$ cat config.mk
export PLATFORM = sky130hd
export DESIGN_NAME = cos_irq_ctrl
export DESIGN_NICKNAME = d
export VERILOG_FILES = /design/src/rtl/cos_pkg.sv /design/src/rtl/cos_sync.sv /design/src/rtl/cos_regs.sv /design/src/rtl/cos_engine.sv /design/src/rtl/cos_irq_ctrl.sv
export SDC_FILE = /design/constraint.sdc
export NUM_CORES = 1
export LEC_CHECK = 0
export BUFFER_PORTS_ARGS = -buffer_cell sky130_fd_sc_hd__buf_2
export CORE_MARGIN = 2
export CORE_UTILIZATION = 45
export CTS_BUF_LIST = sky130_fd_sc_hd__clkbuf_4
export DETAILED_ROUTE_END_ITERATION = 16
export PLACE_DENSITY = 0.75
export SLEW_MARGIN = 5
export SYNTH_ARGS = -nofsm -noshare
export SYNTH_HDL_FRONTEND = slang
export SYNTH_SLANG_ARGS = --single-unit
$ cat constraint.sdc
create_clock -name clk -period 7.35 [get_ports clk]
set_input_delay 1.47 -clock clk [delete_from_list [all_inputs] [get_ports clk]]
set_output_delay 1.47 -clock clk [all_outputs]
set_load 0.1 [all_outputs]
$ cat src/rtl/cos_pkg.sv
package cos_pkg;

   // Byte offsets on the register bus
   localparam int unsigned OFF_RAW  = 32'h00;
   localparam int unsigned OFF_RISE = 32'h04;
   localparam int unsigned OFF_FALL = 32'h08;
   localparam int unsigned OFF_STAT = 32'h0C;
   localparam int unsigned OFF_CTRL = 32'h10;

   // Control field positions
   localparam int unsigned CTRL_MODE_BIT = 1;
   localparam int unsigned CTRL_EN_BIT   = 2;

   typedef enum logic {
      MODE_OR  = 1'b0,
      MODE_AND = 1'b1
   } comb_mode_e;

endpackage

$ cat src/rtl/cos_sync.sv
module cos_sync #(
   parameter int N      = 32,
   parameter int STAGES = 2
) (
   input  logic         clk,
   input  logic         rst_n,
   input  logic [N-1:0] din,
   output logic [N-1:0] level_o,
   output logic [N-1:0] rise_o,
   output logic [N-1:0] fall_o
);

   localparam int LAST = STAGES - 1;

   logic [STAGES-1:0][N-1:0] stage_q;
   logic [N-1:0]             prev_q;

   always_ff @(posedge clk or negedge rst_n) begin
      if (!rst_n) begin
         stage_q <= '0;
      end else begin
         stage_q[0] <= din;
         for (int s = 1; s < STAGES; s++) begin
            stage_q[s] <= stage_q[s-1];
         end
      end
   end

   // previous settled sample, used for edge pulses
   always_ff @(posedge clk or negedge rst_n) begin
      if (!rst_n) prev_q <= '0;
      else        prev_q <= stage_q[LAST];
   end

   assign level_o = stage_q[LAST];

   for (genvar b = 0; b < N; b++) begin : g_edge
      assign rise_o[b] =  stage_q[LAST][b] & ~prev_q[b];
      assign fall_o[b] = ~stage_q[LAST][b] &  prev_q[b];
   end

endmodule

$ cat src/rtl/cos_regs.sv
module cos_regs
   import cos_pkg::*;
#(
   parameter int ADDR_W = 5,
   parameter int DATA_W = 32,
   parameter int N_IN   = 32,
   parameter int N_COS  = 16
) (
   input  logic              clk,
   input  logic              rst_n,
   input  logic [ADDR_W-1:0] addr,
   input  logic              wr_en,
   input  logic              rd_en,
   input  logic [DATA_W-1:0] wdata,
   output logic [DATA_W-1:0] rdata,
   input  logic [N_IN-1:0]   level_i,
   input  logic [N_COS-1:0]  status_i,
   output logic [N_COS-1:0]  hi_o,
   output logic [N_COS-1:0]  lo_o,
   output comb_mode_e        mode_o,
   output logic              en_o,
   output logic              stat_clr_o
);

   logic [N_COS-1:0] hi_q, lo_q;
   logic             mode_q, en_q;
   logic             sel_raw, sel_rise, sel_fall, sel_stat, sel_ctrl;
   logic             unused_wdata;

   assign sel_raw  = (addr == ADDR_W'(OFF_RAW));
   assign sel_rise = (addr == ADDR_W'(OFF_RISE));
   assign sel_fall = (addr == ADDR_W'(OFF_FALL));
   assign sel_stat = (addr == ADDR_W'(OFF_STAT));
   assign sel_ctrl = (addr == ADDR_W'(OFF_CTRL));

   assign unused_wdata = ^wdata;

   always_ff @(posedge clk or negedge rst_n) begin
      if (!rst_n) begin
         hi_q   <= '0;
         lo_q   <= '0;
         mode_q <= 1'b0;
         en_q   <= 1'b0;
      end else if (wr_en) begin
         if (sel_rise) hi_q <= wdata[N_COS-1:0];
         if (sel_fall) lo_q <= wdata[N_COS-1:0];
         if (sel_ctrl) begin
            mode_q <= wdata[CTRL_MODE_BIT];
            en_q   <= wdata[CTRL_EN_BIT];
         end
      end
   end

   always_comb begin
      rdata = '0;
      if (sel_raw)  rdata[N_IN-1:0]  = level_i;
      if (sel_rise) rdata[N_COS-1:0] = hi_q;
      if (sel_fall) rdata[N_COS-1:0] = lo_q;
      if (sel_stat) rdata[N_COS-1:0] = status_i;
      if (sel_ctrl) begin
         rdata[CTRL_MODE_BIT] = mode_q;
         rdata[CTRL_EN_BIT]   = en_q;
      end
   end

   assign hi_o       = hi_q;
   assign lo_o       = lo_q;
   assign mode_o     = comb_mode_e'(mode_q);
   assign en_o       = en_q;
   assign stat_clr_o = rd_en && sel_stat;


   masks_kept_on_ctrl_chk: assert property (@(posedge clk) disable iff (!rst_n)
      (wr_en && sel_ctrl) |=> ($stable(hi_q) && $stable(lo_q)));

endmodule

$ cat src/rtl/cos_engine.sv
module cos_engine
   import cos_pkg::*;
#(
   parameter int N_COS = 16
) (
   input  logic             clk,
   input  logic             rst_n,
   input  logic [N_COS-1:0] level_i,
   input  logic [N_COS-1:0] rise_i,
   input  logic [N_COS-1:0] fall_i,
   input  logic [N_COS-1:0] hi_i,
   input  logic [N_COS-1:0] lo_i,
   input  comb_mode_e       mode_i,
   input  logic             en_i,
   input  logic             clr_i,
   output logic [N_COS-1:0] status_o,
   output logic             irq_o
);

   logic [N_COS-1:0] sel, status_q;
   logic             or_hit, and_match, chg, lat_q, lat_eff, fire, pend_q;

   assign sel       = hi_i | lo_i;
   assign or_hit    = |((rise_i & hi_i) | (fall_i & lo_i));
   assign and_match = (|sel) && ((level_i & hi_i) == hi_i)
                             && ((~level_i & lo_i) == lo_i);
   assign chg       = |((rise_i | fall_i) & sel);

   // a change on a selected line releases the latch in the same cycle
   assign lat_eff = lat_q & ~chg;

   always_comb begin
      fire = 1'b0;
      if (en_i) begin
         if (mode_i == MODE_OR) fire = or_hit;
         else                   fire = and_match & ~lat_eff;
      end
   end

   always_ff @(posedge clk or negedge rst_n) begin
      if (!rst_n) begin
         lat_q <= 1'b0;
      end else if (!en_i || mode_i != MODE_AND) begin
         lat_q <= 1'b0;
      end else if (fire) begin
         lat_q <= 1'b1;
      end else if (chg) begin
         lat_q <= 1'b0;
      end
   end

   always_ff @(posedge clk or negedge rst_n) begin
      if (!rst_n) begin
         pend_q   <= 1'b0;
         status_q <= '0;
      end else begin
         if (fire)       pend_q <= 1'b1;
         else if (clr_i) pend_q <= 1'b0;
         if (fire && (!pend_q || clr_i)) status_q <= level_i;
         else if (clr_i)                 status_q <= '0;
      end
   end

   assign status_o = status_q;
   assign irq_o    = pend_q & en_i;


   zero_mask_quiet_chk: assert property (@(posedge clk) disable iff (!rst_n)
      (hi_i == '0 && lo_i == '0 && !pend_q) |=> !pend_q);


   status_clear_chk: assert property (@(posedge clk) disable iff (!rst_n)
      (clr_i && !fire) |=> (status_q == '0 && !pend_q));


   and_latched_chk: assert property (@(posedge clk) disable iff (!rst_n)
      (en_i && mode_i == MODE_AND && lat_q && !chg && !pend_q) |=> !pend_q);


   or_edge_pend_chk: assert property (@(posedge clk) disable iff (!rst_n)
      (en_i && mode_i == MODE_OR && or_hit) |=> pend_q);

endmodule

$ cat src/rtl/cos_irq_ctrl.sv
module cos_irq_ctrl
   import cos_pkg::*;
#(
   parameter int N_IN        = 32,
   parameter int N_COS       = 16,
   parameter int ADDR_W      = 5,
   parameter int DATA_W      = 32,
   parameter int SYNC_STAGES = 2
) (
   input  logic              clk,
   input  logic              rst_n,
   input  logic [N_IN-1:0]   in_lines,
   input  logic [ADDR_W-1:0] bus_addr,
   input  logic              bus_wr,
   input  logic              bus_rd,
   input  logic [DATA_W-1:0] bus_wdata,
   output logic [DATA_W-1:0] bus_rdata,
   output logic              irq
);

   if (N_COS < 1 || N_COS > N_IN) begin : g_bad_cos
      $error("cos_irq_ctrl: N_COS must lie in 1..N_IN");
   end
   if (N_IN > DATA_W || DATA_W < 3) begin : g_bad_data
      $error("cos_irq_ctrl: DATA_W must hold N_IN lines and the control bits");
   end
   if (ADDR_W < 5 || SYNC_STAGES < 1) begin : g_bad_addr
      $error("cos_irq_ctrl: ADDR_W must reach offset 0x10 and SYNC_STAGES be >= 1");
   end

   logic [N_IN-1:0]  level, rise, fall;
   logic [N_COS-1:0] hi_m, lo_m, status;
   comb_mode_e       mode;
   logic             en, stat_clr;
   logic             unused_edges;

   assign unused_edges = ^{rise, fall};

   cos_sync #(.N(N_IN), .STAGES(SYNC_STAGES)) u_sync (
      .clk     (clk),
      .rst_n   (rst_n),
      .din     (in_lines),
      .level_o (level),
      .rise_o  (rise),
      .fall_o  (fall)
   );

   cos_regs #(.ADDR_W(ADDR_W), .DATA_W(DATA_W), .N_IN(N_IN), .N_COS(N_COS)) u_regs (
      .clk        (clk),
      .rst_n      (rst_n),
      .addr       (bus_addr),
      .wr_en      (bus_wr),
      .rd_en      (bus_rd),
      .wdata      (bus_wdata),
      .rdata      (bus_rdata),
      .level_i    (level),
      .status_i   (status),
      .hi_o       (hi_m),
      .lo_o       (lo_m),
      .mode_o     (mode),
      .en_o       (en),
      .stat_clr_o (stat_clr)
   );

   cos_engine #(.N_COS(N_COS)) u_engine (
      .clk      (clk),
      .rst_n    (rst_n),
      .level_i  (level[N_COS-1:0]),
      .rise_i   (rise[N_COS-1:0]),
      .fall_i   (fall[N_COS-1:0]),
      .hi_i     (hi_m),
      .lo_i     (lo_m),
      .mode_i   (mode),
      .en_i     (en),
      .clr_i    (stat_clr),
      .status_o (status),
      .irq_o    (irq)
   );


   disable_drops_irq_chk: assert property (@(posedge clk) disable iff (!rst_n)
      (bus_wr && bus_addr == ADDR_W'(OFF_CTRL) && !bus_wdata[CTRL_EN_BIT]) |=> !irq);

endmodule

== After elaboration in Yosys (flattened, before gate mapping) ==
Cells that the tools add are included.
Word-level totals
  register bits: 132
Cells by class
  mux-type cells: 14
  bitwise gates (word level): 79
  equality and inequality tests: 6
  reduce and logical (&&, ||, !) cells: 18
Operator list (count)
  bitwise AND 16 bit: 5
  2-to-1 mux 16 bit: 5
  OR 16 bit: 3
  OR reduction 16 bit: 3
  bitwise AND 1 bit: 35
  inverter 1 bit: 35
  equality test 16 bit: 2
  2-to-1 mux 32 bit: 1
  inverter 16 bit: 1
  equality test 5 x 4 -> 1 bit (second input constant): 2
  2-to-1 mux 1 bit: 7
  AND reduction 2 bit: 3
  equality test 5 x 3 -> 1 bit (second input constant): 1
  equality test 5 bit (second input constant): 1
  logical NOT 5 bit: 1
  logical AND 1 bit: 4
  nonzero test 2 bit: 2
  nonzero test 3 bit: 1
  logical NOT 1 bit: 2
  logical OR 1 bit: 2
  2-to-1 mux 2 bit: 1

== Depth between registers and ports, before layout ==
  depth after elaboration: 13
  gate-level depth with buffers: 9

== By module ==
Synthesis repeated with hierarchy kept, for this count alone.
Unflattened totals
  cells, all modules: 460
  area, all modules: 6548.8 um^2
Modules (own cells, without submodules)
  cos_sync: cells each 192, sequential area each 2402.3 um^2, instances 1, area an instance 3203.1 um^2
  cos_regs: cells each 142, sequential area each 850.8 um^2, instances 1, area an instance 2053.2 um^2
  cos_engine: cells each 126, sequential area each 450.4 um^2, instances 1, area an instance 1292.5 um^2

== Worst setup path before layout ==
No wires, ideal clock.
  path type: input-to-output
  start: input bus_addr[3]
  end: output bus_rdata[12]
  path slack: 1739 ps
  stages on the path: 5
  arrival time: 4141 ps
  required time: 5880 ps
  path buffers: 1
  path through: or3_1 -> nor2_1 -> clkbuf_1 -> a222oi_1 -> a21oi_1
Between the ends
  longest elaborated chain between the ends: 5
  elaborated cells between the ends (all ways): 8
RTL lines
  start, declared: RTL line cos_irq_ctrl.sv:13  | input logic [ADDR_W-1:0] bus_addr,
  logical NOT 5 bit: RTL line cos_regs.sv:30  | assign sel_raw = (addr == ADDR_W'(OFF_RAW));
  2-to-1 mux 32 bit: RTL line cos_regs.sv:56  | if (sel_raw) rdata[N_IN-1:0] = level_i;
  2-to-1 mux 16 bit: RTL line cos_regs.sv:57  | if (sel_rise) rdata[N_COS-1:0] = hi_q;
  2-to-1 mux 16 bit: RTL line cos_regs.sv:58  | if (sel_fall) rdata[N_COS-1:0] = lo_q;
  2-to-1 mux 16 bit *: RTL line cos_regs.sv:59  | if (sel_stat) rdata[N_COS-1:0] = status_i;
  end, declared: RTL line cos_irq_ctrl.sv:17  | output logic [DATA_W-1:0] bus_rdata,
Every way passes the cells marked *; elsewhere a longest branch is shown, timed or not.

== Worst setup path in the final report ==
  start: input bus_addr[3]
  end: output bus_rdata[15]
The elaborated chain is that of the path after synthesis.

==> metrics.md <==
| Metric | Value |
|---|---|
| Mux share of post-synthesis cell area | about a tenth |
| PD cells | 264.8 mW/mm² |
| Post-CTS Resized | 0 |
| First-pass GRT wire length | 21.22 mm |
| Cell area after layout | around 0.0067 mm² |
| Initial core utilization | 45.80% |
| Clk_lat worst skew | 0.54 ns |
| Syn Area/Cell | approximately 13 µm² |
| Post-detail-place hpwl | a little over 9 mm |
| EDFF count, synth | 0 |
| Hold Crit Class | reg2reg |
| Port Buffer Count | 89 |
| Fmax | 182.5 MHz |
| WP data arrival | 4.01 ns |
| Ys Warns | 0 |
| Status | finished, final reports clean |
| DP Area | 0.006366 mm² |
| Global router's overall resource usage | approximately a fifth |
| CTS clk-pin slew, worst paths | roughly 0.11 ns |
| Setup CP Type | in2out |
| Async set-or-reset flop fraction in the synthesized netlist | between 90% and 100% |
| Area of the die | 0.01366 mm² |
| CP startpoint | bus_addr[3] |
| Area of the multi-input gates | approximately 0.0022 mm² |
| Total negative slack | 0 ns |
| # IOs | 106 |
| Synth Area in Compound Gates | between 10 and 15% |
| Non-Filler Instances | between 700 and 800 |
| Netlist Area Pre-Place | around 0.0057 mm² |
| Dpl cells | 690 |
| Largest family of logic cells by synthesized area | compound AO/OA/AOI/OAI gates |
| DRT iter0 DRCs | roughly 370 |
| Leakage | between 3 and 4 nW |
| Fin. Hold Viols | 0 |
| H-tree level count | 4 |
| Drt pass-1 iters | 9 |
| Final antenna-violating net count | 0 |
| Detailed Route WL | ~13 mm |
| Commonest cells after routing, fill and taps aside | dfrtp_1 (132), buf_2 (88), inv_1 (35), mux2_2 (34), ha_1 (32) |
| Launch point of the worst reg-to-reg path | u_sync.level_o[9] |
| FF+latch count, synth | 132 |
| Min-delay src | u_sync.stage_q[17] |
| Root buffer cell | clkbuf_4 |
| Max-Slew Margin vs Limit | a little over an eighth |
| Chip Width | ~120 µm |
| Worst-Margin Slew | between 1 and 1.5 ns |
| Mapped Cells | 438 |
| Critical Path Sink Type | output pin |
| Via count | 3896 |
| Final setup viols | 0 |
| Clk buf depth | 2 |
| Max-cap violations | 0 |
| Simple-gate share of the synthesized area | under 10% |
| Final core occ | 53.34% |
| Nets | between 600 and 700 |
| VDD IR-drop max | ~0.00016 V |
| Fin crit period | 5.479 ns |
| # diodes | 0 |
| Startpoint Class | input pin |
| Residual DRC count | 0 |
| Total gr overflow | 0 |
| Antenna violations before repair | 0 |
| Critical Path Fanout Max | 20 |
| Fraction of layout cells with a size suffix above 1 | around a third |
| Largest net degree at the start of global routing | 75 |
| FF/Latch Area | between 0.003 and 0.004 mm² |
| Post-CTS Setup Inserts | 0 |
| Rows | 41 |
| Syn Nets | 543 |
| Die Ht | 116.9 µm |
| Vias in the first global route | 4071 |
| Vias per cell | 5.396 |
| Final period util | between 70% and 80% |
| Unrepaired setup endpoints after global routing | false |
| Fin. max-slew vios | 0 |
| P&R area growth vs syn | 16.46% |
| Share of the yosys chip area belonging to registers | ~58% |
| GP Congestion | around 0.91 |
| XOR/XNOR share of the synthesized area | 0% |
| Most common cell after layout, fill and taps aside | dfrtp_1 |
| Adder-Cell Fraction of Synth Area | under 10% |
| Distinct cell type count after synthesis | 39 |
| CTS tree | done |
| Final Skew | about 0.019 ns |
| Synth Flop Type | dfrtp_1 |
| DR WL/cell | about 18 µm |
| Hold Buf Count CTS | 0 |
| Core Footprint | 0.01252 mm² |
| CP Data Required Time | between 5 and 6 ns |
| Layout fillers | ~1100 |
| Number of buffers created by CTS | 17 |
| Clock sinks | between 100 and 150 |
layer usage:
metal | track usage, % | share of wire [%]
met1 | 28.46 | 44
met2 | 32.22 | 47
met3 | 7.003 | 7.3
met4 | 7.373 | 1.9
met5 | 0 | 0
cell usage after synthesis (2+ instances only):
library cell	n	area, µm²
nand2_1	11	41.29
ha_1	32	400.4
a21oi_1	10	50.05
buf_6	2	22.52
clkbuf_1	9	33.78
o2bb2ai_2	10	150.1
a22oi_1	16	120.1
a221oi_1	5	43.79
a222oi_1	12	120.1
mux2_2	34	382.9
mux2i_1	16	160.2
a22o_1	5	43.79
nor2b_1	16	100.1
dfrtp_1	132	3303
nand4_1	8	50.05
nor4_1	9	56.30
o2bb2ai_1	6	52.55
nor2_1	20	75.07
inv_1	35	131.4
o21bai_1	11	82.58
o21ai_0	2	10.01
nor3_1	2	10.01
o2111ai_1	3	26.28
and2_1	17	106.4
power breakdown:
group          total [mW]  switching, mW  internal (mW)  leakage [nW]
Combinational       0.320          0.170          0.150          1.54
Sequential          0.931          0.106          0.826          1.60
Clock               0.516          0.273          0.243         0.161
critical path: stages:
cell and delay, ns:
buf_2 0.10, or3_1 0.41, nor3_2 0.98, buf_4 0.37, a22oi_1 0.11, nand2_1 0.13
buf_2 0.43
metrics by stage:
stage	power (mW)	hold WS, ns	worst slack (ns)
finish	1.768	0.3592	1.871
global route	1.867	0.3654	1.739
CTS	1.786	0.3611	1.892
detailed placement	1.263	0.3347	1.895
global placement	1.250	0.3319	1.927
floorplan	1.150	0.3312	1.739
path summary, 6_finish.rpt:
| check | to | slack (ns) | cells after the start |
|---|---|---|---|
| min in group asynchronous | u_sync.stage_q[20] | 1.04 | 1 |
| hold reg to reg | u_sync.level_o[17] | 0.36 | 0 |
| setup reg to reg | u_engine.status_o[4] | 4.39 | 8 |
| max in group asynchronous | u_sync.level_o[9] | 5.03 | 2 |
| setup / recovery | bus_rdata[15] | 1.87 | 7 |
| hold / removal | u_sync.level_o[17] | 0.36 | 0 |
state kept, by name (all words and copies together) (netlist names), 16 cells and up:
register           flops
u_engine.status_o     16
u_sync.level_o        32
u_regs.hi_o           16
u_sync.stage_q        32
u_regs.lo_o           16
u_sync.prev_q         16
cells by family (layout without fill, tap and decap cells):
family / after synthesis / after routing
adder cells (fa/ha/maj): 32 / 32
multiplexers: 50 / 50
AND/OR/NAND/NOR: 90 / 90
buffers and inverters: 48 / 160
AO/OA/AOI/OAI: 86 / 86
flip-flops: 132 / 132
layout make-up:
| cell class | count | area share, % |
|---|---|---|
| inverters | 35 | 1.968 |
| repair buffers | 93 | 7.159 |
| flip-flops and latches | 132 | 49.48 |
| clock buffers | 18 | 2.024 |
| well taps | 172 | 3.223 |
| clock inverters | 14 | 2.624 |
| multi-input cells | 258 | 33.53 |
No activity file was read; power rests on OpenSTA's default activity.
